## config.mk

```make
export PLATFORM = sky130hd
export DESIGN_NAME = vram_refresh_decoder
export DESIGN_NICKNAME = d
export VERILOG_FILES = /design/src/rtl/vrd_pkg.sv /design/src/rtl/vrd_pin_sampler.sv /design/src/rtl/vrd_classifier.sv /design/src/rtl/vrd_row_counter.sv /design/src/rtl/vrd_mode_regs.sv /design/src/rtl/vram_refresh_decoder.sv
export SDC_FILE = /design/constraint.sdc
export NUM_CORES = 1
export LEC_CHECK = 0
export ABC_AREA = 1
export BUFFER_PORTS_ARGS = -buffer_cell sky130_fd_sc_hd__buf_4
export CAP_MARGIN = 25
export CORE_UTILIZATION = 35
export CTS_CLUSTER_DIAMETER = 40
export DETAILED_ROUTE_END_ITERATION = 12
export PLACE_DENSITY = 0.66
export SYNTH_ARGS = -nofsm -noshare
export SYNTH_HDL_FRONTEND = slang
export SYNTH_SLANG_ARGS = --single-unit
export TNS_END_PERCENT = 20
```

## constraint.sdc

```tcl
create_clock -name clk -period 1.35 [get_ports clk]
set_input_delay 0.135 -clock clk [delete_from_list [all_inputs] [get_ports clk]]
set_output_delay 0.135 -clock clk [all_outputs]
set_load 0.03 [all_outputs]
```

## src/rtl/vrd_pkg.sv

```systemverilog
// Shared types for the refresh cycle decoder.
package vrd_pkg;
    // Refresh kind reported with each strobe.
    typedef enum logic [1:0] {
        RK_ADDR_ROW  = 2'd0,
        RK_CTR_CLEAR = 2'd1,
        RK_CTR_KEEP  = 2'd2,
        RK_NONE      = 2'd3
    } rfsh_kind_e;

    // Classifier state across one row-strobe low period.
    typedef enum logic [1:0] {
        CS_IDLE = 2'd0,
        CS_ROWP = 2'd1,
        CS_ACC  = 2'd2,
        CS_CTR  = 2'd3
    } cls_state_e;
endpackage

```

## src/rtl/vrd_pin_sampler.sv

```systemverilog
// Registers the strobe and address pins once and derives row-strobe edges.
// Assumes pins are stable for at least one clock around each change.
module vrd_pin_sampler #(
    parameter int ROW_W = 9
) (
    input  logic             clk,
    input  logic             rst_n,
    input  logic             re_n,
    input  logic             ce_n,
    input  logic             we_n,
    input  logic             dsf,
    input  logic [ROW_W-1:0] addr,
    output logic             s_ce_n,
    output logic             s_we_n,
    output logic             s_dsf,
    output logic             s_re_n,
    output logic [ROW_W-1:0] s_addr,
    output logic             re_fall,
    output logic             re_rise
);
    logic s_re_d;

    // Sample all pins and keep one delayed copy of the row strobe.
    always_ff @(posedge clk) begin
        if (!rst_n) begin
            s_re_n <= 1'b1;
            s_re_d <= 1'b1;
            s_ce_n <= 1'b1;
            s_we_n <= 1'b1;
            s_dsf  <= 1'b0;
            s_addr <= '0;
        end else begin
            s_re_n <= re_n;
            s_re_d <= s_re_n;
            s_ce_n <= ce_n;
            s_we_n <= we_n;
            s_dsf  <= dsf;
            s_addr <= addr;
        end
    end

    assign re_fall = s_re_d & ~s_re_n;
    assign re_rise = ~s_re_d & s_re_n;
endmodule

```

## src/rtl/vrd_classifier.sv

```systemverilog
// Classifies each row-strobe low period and emits one-cycle refresh events.
// Assumes sampled pins; column strobe low at the fall sample means it led.
module vrd_classifier
    import vrd_pkg::*;
#(
    parameter int ROW_W = 9
) (
    input  logic             clk,
    input  logic             rst_n,
    input  logic             s_ce_n,
    input  logic             s_we_n,
    input  logic             s_dsf,
    input  logic             s_re_n,
    input  logic [ROW_W-1:0] s_addr,
    input  logic             re_fall,
    input  logic             re_rise,
    output logic             evt_valid,
    output rfsh_kind_e       evt_kind,
    output logic             evt_rsv,
    output logic [ROW_W-1:0] evt_row,
    output logic             dq_en
);
    cls_state_e       state;
    logic [ROW_W-1:0] row_lat;

    // Track the cycle type and latch the pin row at the fall.
    always_ff @(posedge clk) begin
        if (!rst_n) begin
            state   <= CS_IDLE;
            row_lat <= '0;
        end else if (re_fall) begin
            state <= s_ce_n ? CS_ROWP : CS_CTR;
            if (s_ce_n) row_lat <= s_addr;
        end else if (re_rise) begin
            state <= CS_IDLE;
        end else if (state == CS_ROWP && !s_re_n && !s_ce_n) begin
            state <= CS_ACC;
        end
    end

    // Decode refresh and reserved events for the current cycle.
    always_comb begin
        evt_valid = 1'b0;
        evt_kind  = RK_NONE;
        evt_rsv   = 1'b0;
        evt_row   = row_lat;
        if (re_fall && !s_ce_n) begin
            if (!s_dsf) begin
                evt_valid = 1'b1;
                evt_kind  = RK_CTR_CLEAR;
            end else if (s_we_n) begin
                evt_valid = 1'b1;
                evt_kind  = RK_CTR_KEEP;
            end else begin
                evt_rsv = 1'b1;
            end
        end else if (re_rise && state == CS_ROWP) begin
            evt_valid = 1'b1;
            evt_kind  = RK_ADDR_ROW;
        end
    end

    assign dq_en = (state == CS_ACC) && !s_ce_n && s_we_n;
endmodule

```

## src/rtl/vrd_row_counter.sv

```systemverilog
// Internal refresh row counter; steps on request, wraps at 2**ROW_W.
module vrd_row_counter #(
    parameter int ROW_W = 9
) (
    input  logic             clk,
    input  logic             rst_n,
    input  logic             step,
    output logic [ROW_W-1:0] row
);
    // Clear on reset, advance by one per counter refresh.
    always_ff @(posedge clk) begin
        if (!rst_n)    row <= '0;
        else if (step) row <= row + 1'b1;
    end
endmodule

```

## src/rtl/vrd_mode_regs.sv

```systemverilog
// Special-mode and persistent mask registers. Not reset: they hold an
// undefined pattern until a clearing refresh or a side-port load.
module vrd_mode_regs #(
    parameter int MODE_W = 4,
    parameter int MASK_W = 16
) (
    input  logic              clk,
    input  logic              rst_n,
    input  logic              clr,
    input  logic              load,
    input  logic [MODE_W-1:0] load_mode,
    input  logic [MASK_W-1:0] load_mask,
    output logic [MODE_W-1:0] mode,
    output logic [MASK_W-1:0] mask
);
    // Clear has priority over a load in the same cycle.
    always_ff @(posedge clk) begin
        if (rst_n && clr) begin
            mode <= '0;
            mask <= '0;
        end else if (rst_n && load) begin
            mode <= load_mode;
            mask <= load_mask;
        end
    end
endmodule

```

## src/rtl/vram_refresh_decoder.sv

```systemverilog
// Top: samples pins, classifies cycles, drives refresh strobe, row and kind.
// Assumes one clock domain; all pin inputs are asynchronous to nothing else.
module vram_refresh_decoder
    import vrd_pkg::*;
#(
    parameter int ROW_W  = 9,
    parameter int MODE_W = 4,
    parameter int MASK_W = 16
) (
    input  logic              clk,
    input  logic              rst_n,
    input  logic              re_n,
    input  logic              ce_n,
    input  logic              we_n,
    input  logic              dsf,
    input  logic [ROW_W-1:0]  addr,
    input  logic              cfg_load,
    input  logic [MODE_W-1:0] cfg_mode,
    input  logic [MASK_W-1:0] cfg_mask,
    output logic              refresh_stb,
    output logic [ROW_W-1:0]  refresh_row,
    output logic [1:0]        refresh_kind,
    output logic              dq_oe,
    output logic              rsv_err,
    output logic [MODE_W-1:0] mode_q,
    output logic [MASK_W-1:0] mask_q
);
    logic             s_ce_n, s_we_n, s_dsf, s_re_n, re_fall, re_rise;
    logic [ROW_W-1:0] s_addr, evt_row, ctr_q;
    logic             evt_valid, evt_rsv, dq_en, ctr_step, clr_modes;
    rfsh_kind_e       evt_kind;

    vrd_pin_sampler #(.ROW_W(ROW_W)) u_pins (
        .clk(clk), .rst_n(rst_n), .re_n(re_n), .ce_n(ce_n), .we_n(we_n),
        .dsf(dsf), .addr(addr), .s_ce_n(s_ce_n), .s_we_n(s_we_n),
        .s_dsf(s_dsf), .s_re_n(s_re_n), .s_addr(s_addr),
        .re_fall(re_fall), .re_rise(re_rise)
    );

    vrd_classifier #(.ROW_W(ROW_W)) u_cls (
        .clk(clk), .rst_n(rst_n), .s_ce_n(s_ce_n), .s_we_n(s_we_n),
        .s_dsf(s_dsf), .s_re_n(s_re_n), .s_addr(s_addr),
        .re_fall(re_fall), .re_rise(re_rise), .evt_valid(evt_valid),
        .evt_kind(evt_kind), .evt_rsv(evt_rsv), .evt_row(evt_row),
        .dq_en(dq_en)
    );

    assign ctr_step  = evt_valid && (evt_kind != RK_ADDR_ROW);
    assign clr_modes = evt_valid && (evt_kind == RK_CTR_CLEAR);

    vrd_row_counter #(.ROW_W(ROW_W)) u_ctr (
        .clk(clk), .rst_n(rst_n), .step(ctr_step), .row(ctr_q)
    );

    vrd_mode_regs #(.MODE_W(MODE_W), .MASK_W(MASK_W)) u_modes (
        .clk(clk), .rst_n(rst_n), .clr(clr_modes), .load(cfg_load),
        .load_mode(cfg_mode), .load_mask(cfg_mask),
        .mode(mode_q), .mask(mask_q)
    );

    // Register the refresh outputs; counter kinds take the counter row.
    always_ff @(posedge clk) begin
        if (!rst_n) begin
            refresh_stb  <= 1'b0;
            refresh_row  <= '0;
            refresh_kind <= 2'd0;
            rsv_err      <= 1'b0;
        end else begin
            refresh_stb <= evt_valid;
            rsv_err     <= evt_rsv;
            if (evt_valid) begin
                refresh_row  <= (evt_kind == RK_ADDR_ROW) ? evt_row : ctr_q;
                refresh_kind <= evt_kind;
            end
        end
    end

    assign dq_oe = dq_en;
endmodule

```

# Yosys cells after proc, flatten, opt, wreduce, memory -nomap -nowiden

Cells that the tools add are included.

$add $sub $neg: 1
Reduce and logical (&&, ||, !) cells: 17
Equality and inequality tests: 3
Bitwise operators: 4
Mux-type cells: 14

Operators with widths:

| cell                  | count |
|---|---|
| $mux W2               | 7 |
| $logic_and A1 B1 Y1   | 10 |
| $add A9 B1 Y9 const B | 1 |
| $mux W9               | 1 |
| $mux W1               | 6 |
| $eq A2 B1 Y1 const B  | 2 |
| $reduce_and A3 Y1     | 1 |
| $reduce_bool A3 Y1    | 1 |
| $and A1 B1 Y1         | 2 |
| $eq A2 B2 Y1 const B  | 1 |
| $logic_not A1 Y1      | 2 |
| $logic_not A2 Y1      | 1 |
| $not A1 Y1            | 2 |
| $reduce_and A2 Y1     | 1 |
| $reduce_bool A2 Y1    | 1 |

Output and inout port bits: 34
Register bits: 67
Logic and storage cells: 54
Bits of input ports: 36

# Longest topological paths before layout

Depth in word-level cells: 8
Depth in mapped cells: 8

# Hierarchy

Synthesis repeated with hierarchy kept, for this count alone.

Cells, all modules: 395
Area, all modules: 2741.4 sq um

Modules (own cells, without submodules):

| module               | area each (sq um) | seq. area each (sq um) | instances | cells an instance |
|---|---|---|---|---|
| vrd_mode_regs        | 828.3             | 400.4                  | 1         | 128 |
| vram_refresh_decoder | 613.1             | 260.2                  | 1         | 97 |
| vrd_classifier       | 455.4             | 220.2                  | 1         | 65 |
| vrd_row_counter      | 436.7             | 180.2                  | 1         | 59 |
| vrd_pin_sampler      | 407.9             | 280.3                  | 1         | 46 |

# Worst setup path after synthesis

No wires, ideal clock.

Path type: flip-flop to flip-flop
From: reg u_ctr.row[0]
To: reg u_ctr.row[8]
Setup time: 0.128 ns
Cell stages (with the launch flop): 7
Arrival time: 1.082 ns
Buffers on the path: 0
Period minus slack after synthesis: 1.209 ns
Path slack: 0.141 ns
Required time: 1.222 ns
Cells stage by stage: dfxtp_1 -> ha_1 -> nand3_1 -> nor3_1 -> nand3_1 -> nand2_1 -> nor2_1

Longest elaborated chain between the ends: 1

Ends and longest elaborated chain:

| what                   | RTL line              | RTL |
|---|---|---|
| from (decl)            | vrd_row_counter.sv:8  | `output logic [ROW_W-1:0] row` |
| from (signal assigned) | vrd_row_counter.sv:13 | `else if (step) row <= row + 1'b1;` |
| $add A9 B1 Y9          | vrd_row_counter.sv:13 |  |

No other way between the ends.
A chain may end at the register's enable or synchronous reset.

# Worst setup path in the final report

From: reg u_pins.s_ce_n
To: reg refresh_row[7]

Longest elaborated chain between the ends: 5
Elaborated cells between the ends (all ways): 6

Ends and longest elaborated chain:

| what                    | RTL line                   | RTL |
|---|---|---|
| from (decl)             | vrd_pin_sampler.sv:13      | `output logic s_ce_n,` |
| from (signal assigned)  | vrd_pin_sampler.sv:35      | `s_ce_n <= ce_n;` |
| $logic_not A1 Y1 (*)    | vrd_classifier.sv:47       | `if (re_fall && !s_ce_n) begin` |
| $logic_and A1 B1 Y1 (*) | vrd_classifier.sv:47       |  |
| $mux W2                 | vrd_classifier.sv:47       |  |
| $logic_not A2 Y1        | vram_refresh_decoder.sv:72 | `refresh_row <= (evt_kind == RK_ADDR_ROW) ? evt_row : ctr_q;` |
| $mux W9                 | vram_refresh_decoder.sv:72 |  |
| to (signal assigned)    | vram_refresh_decoder.sv:72 |  |
| to (decl)               | vram_refresh_decoder.sv:21 | `output logic [ROW_W-1:0] refresh_row,` |

Every way passes the cells marked *; elsewhere a longest branch is shown, timed or not.

==> results.md <==
* Outcome: finished clean
* Final setup fails at 0
* Routed vias at 2294
* TritonCTS Buffers at 9
* Post-synth top area share at 50.81%
* CTS clk-pin slew, worst paths at 0.07 ns
* Cell mode on critical path: nand2_1
* Fin crit period at 1.244 ns
* Register bit total from synthesis at 67
* DP Wirelength at 4019 um
* Synth area leader: dfxtp_1
* Chip Width at 88.85 um
* Area grow syn2layout at 42.32%
* Switching power at 1208 uW
* Final worst slack at 0.1056 ns
* Max Buffers Root-to-Sink at 2
* Reg-to-Reg End: refresh_row[7]
* Cell Chain, Critical Path: nor2_1, nand2_2, nand2_1, nand2_4, buf_4, nand2_1, a21oi_1
* Critical path class: flop to flop
* Leak Pwr at 0.001830 uW
* CTS Sinks at 67
* Initial core utilization at 36.40%
* Core footprint at 7253 um2
* Hold WC Path Type: input pin to flop
* Final Hold Viols at 0
* FF-to-FF Start: u_pins.s_ce_n
* Area occupied by multi-input gates at 1072 um2
* PwrDens at 1351 nW/um2
* Worst path top cell family by delay: simple AND/OR/NAND/NOR gates
* EDFF count, synth at 0
* Clock Skews at 0.007522 ns
* Post-Route WL at 5696 um
* Hold Path Depth at 3
* Port Buf Inserts at 69
* Worst path slowest cell: dfxtp_2
* Global route total overflow at 0
* First-pass GRT wire length at 8625 um
* WL/cell at 10.67 um
* Drt drc at 0
* Mapped Area at 2640 um2
* Sequential share of power at 43.3%
* Vias in the first global route at 2024
* Crit-path max FO at 7
* Die area at 7894 um2
* Global placement routability congestion at 0.8437
* Synthesized area per cell at 7.811 um2
* Count leader, synth: nand2_1
* Largest net degree at the start of global routing at 22
* Rel. slew slack at 79.32%
* Element type at the critical path start: flop
* Endpoint, Worst Hold: u_ctr.row[2]
* Internal Dissipation at 3869 uW
* Setup crit end kind: flop
* Sw frac at 23.80%
* Post-DRT Antenna Nets at 0
* CTS tree: yes
* Ys flop type: dfxtp_1
* Share of the yosys chip area belonging to registers at 50.81%
* Num rows at 31
* Reg2reg path depth at 7
* Final cell count without fillers at 534
* Netlist cell types at 22
* Post-synth net total at 375
* WP data required at 1.56 ns
* Combinational power share at 15.5%
* Clk_lat worst skew at 0.33 ns
* Pre-CTS setup slack at 0.01549 ns
* CTS root buffer: clkbuf_8
* Area contributors post-synth: dfxtp_1, nand2_1, mux2_2
* Antenna violations before repair at 0
* Max Freq at 0.8036 GHz
* Placed cells at 504
* Initial drt markers at 71
* Setup slack, reg-to-reg at 0.11 ns
* VDD IR-drop max at 0.5081 mV
* Setup_tns at 0 ns
* Worst Max-Slew Pin Slew at 0.3078 ns
* Tcrit/Tclk final at 92.18%
* Clk pwr share at 41.2%
* Asr flop ratio synth at 0%
* Via/cell ratio at 4.296
* Max stage delay on crit path at 0.35 ns
* Global-route usage over all layers at 14.38%
* Max_cap viols at 0
* Number of fill cells in the layout at 698
* # H-tree levels at 3
* Fin util at 51.80%
* Worst hold start: rst_n
* Final Total Pwr at 5077 uW
* Crit path buf inv count at 1
* CP arrival at 1.46 ns
* Cell count after synthesis at 338
* Commonest cells post-synth: nand2_1, dfxtp_1, inv_1, a21oi_1, mux2_2
* Die Y at 88.85 um
* Ys Warns at 0
* Nets at 467
* Ports at 70
* Share of post-route cells with drive strength above 1 at 31.03%
* # diodes at 0
* DR pass1 iterations at 4
* Register area at 1348 um2
* Slew Viols, Final at 0
-- worst max path at each step --
stage                   from              to  slack, ns  cells past startpoint
2_1_floorplan   u_ctr.row[0]    u_ctr.row[8]       0.14                      6
3_3_place_gp    u_ctr.row[1]    u_ctr.row[8]       0.04                      6
3_5_place_dp    u_ctr.row[1]    u_ctr.row[8]       0.02                      7
4_1_cts         u_ctr.row[1]    u_ctr.row[8]       0.04                      7
5_1_grt         u_ctr.row[0]    u_ctr.row[7]      -0.04                      6
6_report       u_pins.s_ce_n  refresh_row[7]       0.11                      7
-- timing repair --
action | CTS | global route
resized for setup | 1 | 12
setup endpoints to repair | 1 | 17
gates cloned | 0 | 0
setup buffers | 0 | 1
endpoints found under the hold margin | 13 | 0
hold buffers | 13 | 0
pin swaps | 0 | 2
-- worst reg2reg max path: stages, from the launching register on --
cell	delay [ns]
dfxtp_2	0.35
nor2_1	0.15
nand2_2	0.12
nand2_1	0.13
nand2_4	0.10
buf_4	0.17
nand2_1	0.06
a21oi_1	0.06
-- cell families (layout without fill, tap and decap cells) --
logic type      after synthesis  in the layout  synth area share (%)
simple gates                146            146                 22.51
buf+inv                      64            161                 9.906
fa+ha+maj                     1              1                0.4739
flops                        67             67                 50.81
mux                          20             20                 8.531
compound gates               39             39                 7.441
xor+xnor                      1              1                0.3318
-- registers in the layout (all words and copies together) (netlist names) --
name / count
refresh_kind: 2
u_cls.evt_row: 9
u_ctr.row: 9
u_modes.mask: 16
u_pins.s_we_n: 1
u_cls.state: 2
rsv_err: 1
u_pins.s_re_n: 1
u_pins.s_dsf: 1
u_pins.s_re_d: 1
u_modes.mode: 4
refresh_row: 9
refresh_stb: 1
u_pins.s_addr: 9
u_pins.s_ce_n: 1
-- power groups by stage --
stage | sequential [uW] | clock (uW) | combinational (uW)
6_report | 2200 | 2090 | 789
5_1_grt | 2210 | 2220 | 860
4_1_cts | 2190 | 2140 | 788
3_5_place_dp | 2240 | 0 | 757
3_3_place_gp | 2230 | 0 | 743
2_1_floorplan | 2430 | 0 | 259
-- cell usage in the layout, fill, tap and decap left out --
cell type / n
nor3_2: 1
dlygate4sd3_1: 13
nand2_4: 1
nor2_1: 16
clkbuf_8: 12
inv_2: 1
a21oi_1: 26
clkinv_1: 1
nor2_4: 2
nand3_1: 13
nor3_1: 2
clkinv_2: 1
xnor2_1: 1
inv_1: 49
mux2_2: 20
o21ai_0: 12
nand2_1: 104
nand2_2: 3
ha_4: 1
inv_4: 1
bufinv_16: 3
dfxtp_2: 5
nand3_2: 1
or2_2: 3
dfxtp_1: 62
buf_12: 2
buf_4: 78
a31oi_1: 1
-- stage by stage --
stage / cell area (um2) / hold WS (ns)
floorplan: 2640 / 0.2326
global placement: 3303 / 0.3197
detailed placement: 3303 / 0.3184
CTS: 3699 / 0.09300
global route: 3757 / 0.1026
finish: 3757 / 0.1081
-- per-layer routing --
| layer | up-vias | wire length [um] | GRT usage [%] |
|---|---|---|---|
| met1 | 1009 | 2598 | 17.89 |
| met2 | 53 | 2789 | 24.06 |
| met3 | 6 | 238 | 2.519 |
| li1 | 1226 | - | - |
| met5 | - | 0 | 0 |
| met4 | 0 | 70 | 7.038 |
-- layout make-up --
class | count | area share, %
clock inverter | 4 | 2.531
clock buffer | 12 | 4.396
tap | 99 | 3.297
inverter | 52 | 5.261
sequential | 67 | 35.86
multi-input combinational | 207 | 28.54
timing repair buffer | 93 | 20.11
Note: power is estimated with default switching activity, not from simulation.
